[config.mk]
export PLATFORM = sky130hd
export DESIGN_NAME = temp_alert_filter
export DESIGN_NICKNAME = d
export VERILOG_FILES = /design/src/rtl/temp_alert_pkg.sv /design/src/rtl/ta_compare.sv /design/src/rtl/ta_run_next.sv /design/src/rtl/ta_polarity.sv /design/src/rtl/temp_alert_filter.sv
export SDC_FILE = /design/constraint.sdc
export NUM_CORES = 1
export LEC_CHECK = 0
export ABC_CLOCK_PERIOD_IN_PS = 3040
export CAP_MARGIN = 15
export CORE_MARGIN = 4
export CORE_UTILIZATION = 35
export DETAILED_ROUTE_END_ITERATION = 16
export PLACE_DENSITY = 0.7
export REMOVE_ABC_BUFFERS = 1
export SLEW_MARGIN = 5
export SYNTH_ARGS = -nofsm -noshare
export SYNTH_HDL_FRONTEND = slang
export SYNTH_SLANG_ARGS = --single-unit
[constraint.sdc]
create_clock -name clk -period 3.04 [get_ports clk]
set_clock_uncertainty 0.2 [all_clocks]
set_input_delay 0.304 -clock clk [delete_from_list [all_inputs] [get_ports clk]]
set_output_delay 0.304 -clock clk [all_outputs]
set_load 0.05 [all_outputs]
[src/rtl/temp_alert_pkg.sv]
package temp_alert_pkg;

    parameter int unsigned TA_SEL_W = 2;
    localparam int unsigned TA_RUN_W = TA_SEL_W + 1;

    typedef struct packed {
        logic                alerted;
        logic                watch_low;
        logic [TA_RUN_W-1:0] run;
        logic                irq_prev;
    } ta_state_t;

    function automatic logic [TA_RUN_W-1:0] run_need(input logic [TA_SEL_W-1:0] sel);
        return TA_RUN_W'(sel) + TA_RUN_W'(1);
    endfunction

endpackage

[src/rtl/ta_compare.sv]
module ta_compare #(
    parameter int unsigned DATA_W = 16
) (
    input  logic [DATA_W-1:0] sample,
    input  logic [DATA_W-1:0] hi_lim,
    input  logic [DATA_W-1:0] lo_lim,
    output logic              hi_hit,
    output logic              lo_hit
);
    always_comb begin
        hi_hit = ($signed(sample) >= $signed(hi_lim));
        lo_hit = ($signed(sample) <= $signed(lo_lim));
    end
endmodule

[src/rtl/ta_run_next.sv]
module ta_run_next
    import temp_alert_pkg::*;
(
    input  logic [TA_RUN_W-1:0] run_cur,
    input  logic [TA_SEL_W-1:0] sel,
    input  logic                hit,
    output logic [TA_RUN_W-1:0] run_nxt,
    output logic                done
);
    logic [TA_RUN_W-1:0] need;
    logic [TA_RUN_W-1:0] inc;

    always_comb begin
        need    = run_need(sel);
        inc     = run_cur + TA_RUN_W'(1);
        done    = 1'b0;
        run_nxt = '0;
        if (hit) begin
            if (inc >= need) begin
                done    = 1'b1;
                run_nxt = '0;
            end else begin
                run_nxt = inc;
            end
        end
    end
endmodule

[src/rtl/ta_polarity.sv]
module ta_polarity (
    input  logic alerted,
    input  logic watch_low,
    input  logic active_high,
    output logic pin,
    output logic status
);
    always_comb begin
        pin    = active_high ? alerted : ~alerted;
        status = active_high ? watch_low : ~watch_low;
    end
endmodule

[src/rtl/temp_alert_filter.sv]
module temp_alert_filter
    import temp_alert_pkg::*;
#(
    parameter int unsigned DATA_W = 16
) (
    input  logic                clk,
    input  logic                rst_n,
    input  logic                sample_valid,
    input  logic [DATA_W-1:0]   sample_value,
    input  logic [DATA_W-1:0]   thr_high,
    input  logic [DATA_W-1:0]   thr_low,
    input  logic [TA_SEL_W-1:0] cfg_fault_sel,
    input  logic                cfg_irq_mode,
    input  logic                cfg_active_high,
    input  logic                reg_read,
    input  logic                sleep_enter,
    output logic                alert_out,
    output logic                alert_status
);
    ta_state_t state_q, state_d;

    logic                hi_hit, lo_hit, watched_hit;
    logic [TA_RUN_W-1:0] run_nxt;
    logic                run_done;

    ta_compare #(.DATA_W(DATA_W)) u_cmp (
        .sample (sample_value),
        .hi_lim (thr_high),
        .lo_lim (thr_low),
        .hi_hit (hi_hit),
        .lo_hit (lo_hit)
    );

    assign watched_hit = state_q.watch_low ? lo_hit : hi_hit;

    ta_run_next u_run (
        .run_cur (state_q.run),
        .sel     (cfg_fault_sel),
        .hit     (watched_hit),
        .run_nxt (run_nxt),
        .done    (run_done)
    );

    always_comb begin
        state_d          = state_q;
        state_d.irq_prev = cfg_irq_mode;
        if (cfg_irq_mode != state_q.irq_prev) begin
            state_d.alerted   = 1'b0;
            state_d.watch_low = 1'b0;
            state_d.run       = '0;
        end else begin
            if (cfg_irq_mode && (reg_read || sleep_enter)) begin
                state_d.alerted = 1'b0;
            end
            if (sample_valid) begin
                state_d.run = run_nxt;
                if (run_done) begin
                    state_d.watch_low = ~state_q.watch_low;
                    state_d.alerted   = cfg_irq_mode ? 1'b1 : ~state_q.watch_low;
                end
            end
        end
    end

    always_ff @(posedge clk or negedge rst_n) begin
        if (!rst_n) begin
            state_q <= '0;
        end else begin
            state_q <= state_d;
        end
    end

    ta_polarity u_pol (
        .alerted     (state_q.alerted),
        .watch_low   (state_q.watch_low),
        .active_high (cfg_active_high),
        .pin         (alert_out),
        .status      (alert_status)
    );
endmodule

==> flow_summary.ini <==
[place]
place_area_sq_mm = 0.00191
dpl.hpwl_mm = 2.76
io_buffers = 58
gp_congestion = 0.757
placedCellCount = 255
pre_cts_ws_ns = 0.0705

[worst_setup_path]
crit_type = in -> reg
cp.required_ns = 2.97
crit_arrival_ns = 2.62
crit_path_top_delay_cell = clkdlybuf4s50_1
crit_path_start = thr_low[1]
cp-start-kind = input port
cpPeakStageDelay_ns = 0.46
cp_top_family = compound AO/OA/AOI/OAI gates
path_max_fanout = 3
critPathCaptureType = flip-flop
critical_path_buf_inv_count = 2
reg2reg_from = state_q[1]
critPathMostFrequentCell = a2111oi_2
crit_chain = clkdlybuf4s50_1, inv_1, ha_1, nor2b_4, o211ai_2, a2111oi_2, a2111oi_2, mux2_4, and3_4, a32o_1

[yosys]
syn_area_sq_mm = 0.00127
syn_inst = 151
ys.warnings.count = 0
avgSynthCellArea_sq_um = 8.39
synth_seq_cells = 6
synth_cell_types = 34
yosysSeqAreaShare = 0.118

[detailed_routing]
viasPerCell = 4.72
dr_total_vias = 1219
wirelength_mm = 2.99
drt_pass1_iterations = 4
drtIter0Drc = 22
drt-wirelength-per-cell_microns = 11.6
drc = 0
postRouteAntennaNets = 0

[floorplan]
initial_utilization = 0.371
fp.dieW_microns = 68.2
die-height_microns = 68.2
dieArea_sq_mm = 0.00465
row_count = 21
ios = 59
coreArea_sq_mm = 0.00342

[worst_hold_path]
hp-class = in -> async

[clock_tree]
cts_max_path_buffers = 2
clkSinkCount = 6
clk_pin_slew_ns = 0.05
root_buffer = clkbuf_4
cts_hold_buf = 0
cts_tree = built
h-tree-depth = 1
worstSkewPairLatency_ns = 0.24
post_cts_resize_count = 0
cts_buffers = 3
cts_setup_buffers = 0

[cells_and_area]
utilization = 0.564
fin_nets = 308
area_growth_syn_to_layout_pct = 52.1
layout-drive-gt1-share = 0.0613
largest_register = state_q
final_cells = 258
antenna_cells = 0
largest_reg_flops = 6
final_area_sq_mm = 0.00193
top_regs = state_q (6)

[status]
outcome = finished clean

[global_routing]
antenna_found_initial = 0
grt_max_degree = 7
grt_pass1_wl_mm = 4.83
gr-total-overflow = 0
grt_pass1_vias = 1159
grt_usage = 0.131

[timing]
fin_ws_ns = 0.345
tns_ns = 0
finalSetupViolations = 0
maxSlewHeadroom = 0.666
period_share = 0.887
hold_ws_ns = 0.101
report.final.slew_viol_count = 0
rsz0062_at_grt = no
worst-slew-pin-transition_ns = 0.499
fmax_mhz = 371
finalHoldViolations = 0
fin_crit_ns = 2.70

[power]
clkPwrFrac = 0.161
switching_share = 0.360
p_seq_frac = 0.215
p_int_mw = 0.289
cellPowerDensity_mw_per_mm2 = 234
p_leak_nw = 0.971
ir_drop_uv = 182
p_sw_mw = 0.162
p_total_mw = 0.451
comb_power_share = 0.625

[run]
cap_violations = 0
[routing by layer]
| layer | part of all wire | routed length (microns) | track usage | up-vias |
|---|---|---|---|---|
| met5 | 0 | 0 | 0 | - |
| li1 | - | - | - | 661 |
| met1 | 0.48 | 1440 | 0.184 | 521 |
| met2 | 0.44 | 1310 | 0.214 | 37 |
| met4 | 0 | 0 | 0 | 0 |
| met3 | 0.083 | 249 | 0.0328 | 0 |
[layout make-up]
class	count	area, sq um
fill	339	1490
multi-input combinational	110	986
timing repair buffer	58	581
sequential	6	150
inverter	35	131
tap	46	57.6
clock buffer	3	22.5
[cells by family (layout without fill, tap and decap cells)]
family                   after synthesis  after routing  share of synthesized area
AO/OA/AOI/OAI                         28             28                      0.166
buffers and inverters                 35             96                      0.104
flip-flops                             6              6                      0.118
multiplexers                           4              4                     0.0424
adder cells (fa/ha/maj)               37             37                      0.365
XOR/XNOR                               4              4                     0.0276
AND/OR/NAND/NOR                       37             37                      0.177
[worst register-to-register path: cells and delay by family, from the launching register on]
kind,cells,cell delay [ns]
flops,1,0.41
mux,1,0.30
compound gates,2,0.40
simple gates,1,0.12
fa+ha+maj,2,0.61
[worst paths after layout]
kind	slack [ns]	cells after the start	to
min	0.10	1	state_q[3]
min in group clk	0.30	1	state_q[2]
max	0.34	10	state_q[2]
min reg2reg	0.30	1	state_q[2]
max reg2reg	0.88	6	state_q[4]
max in group asynchronous	2.32	1	state_q[5]
[power groups by stage]
stage	clock network, mW	registers (mW)	logic [mW]
2_1_floorplan	0	0.0953	0.166
3_3_place_gp	0	0.0977	0.283
3_5_place_dp	0	0.0979	0.285
4_1_cts	0.0766	0.0968	0.287
5_1_grt	0.0834	0.0979	0.317
6_report	0.0725	0.0969	0.282
[cells in the mapped netlist]
cell type / n / share of area
a21oi_1: 10 / 0.039
inv_1: 35 / 0.10
dfrtp_1: 6 / 0.12
ha_1: 37 / 0.37
a21o_1: 4 / 0.024
nor2b_1: 2 / 0.0099
o21ai_0: 2 / 0.0079
a2111oi_2: 2 / 0.024
nor4_1: 1 / 0.0049
a22o_1: 1 / 0.0069
a21boi_0: 1 / 0.0059
nand4_4: 1 / 0.017
nor2b_4: 1 / 0.011
a211oi_1: 1 / 0.0059
nand4_1: 8 / 0.039
o211ai_2: 1 / 0.0099
and3_4: 1 / 0.0089
nand2b_1: 1 / 0.0049
nor2_1: 8 / 0.024
mux2_4: 2 / 0.024
a2111oi_0: 1 / 0.0069
mux2i_1: 1 / 0.0079
o41ai_1: 1 / 0.0069
nand3_1: 6 / 0.024
nand2_1: 4 / 0.012
mux2i_2: 1 / 0.011
xnor2_1: 2 / 0.014
a21o_2: 1 / 0.0069
a32o_1: 2 / 0.016
xor2_1: 2 / 0.014
nand4b_1: 1 / 0.0069
o211ai_1: 1 / 0.0059
nor4b_1: 1 / 0.0069
nor3_1: 2 / 0.0079
[cell usage in the layout (no fill, tap or decap), types with 2 or more instances in the layout]
master	Yosys	final
nor2b_1	2	2
nand3_1	6	6
nor2_1	8	8
clkdlybuf4s50_1	0	58
nand2_1	4	4
a21o_1	4	4
ha_1	37	37
nor3_1	2	2
mux2_4	2	2
a21oi_1	10	10
clkbuf_4	0	3
xor2_1	2	2
a32o_1	2	2
a2111oi_2	2	2
o21ai_0	2	2
dfrtp_1	6	6
inv_1	35	35
nand4_1	8	8
xnor2_1	2	2
(Power assumes the default switching activity.)
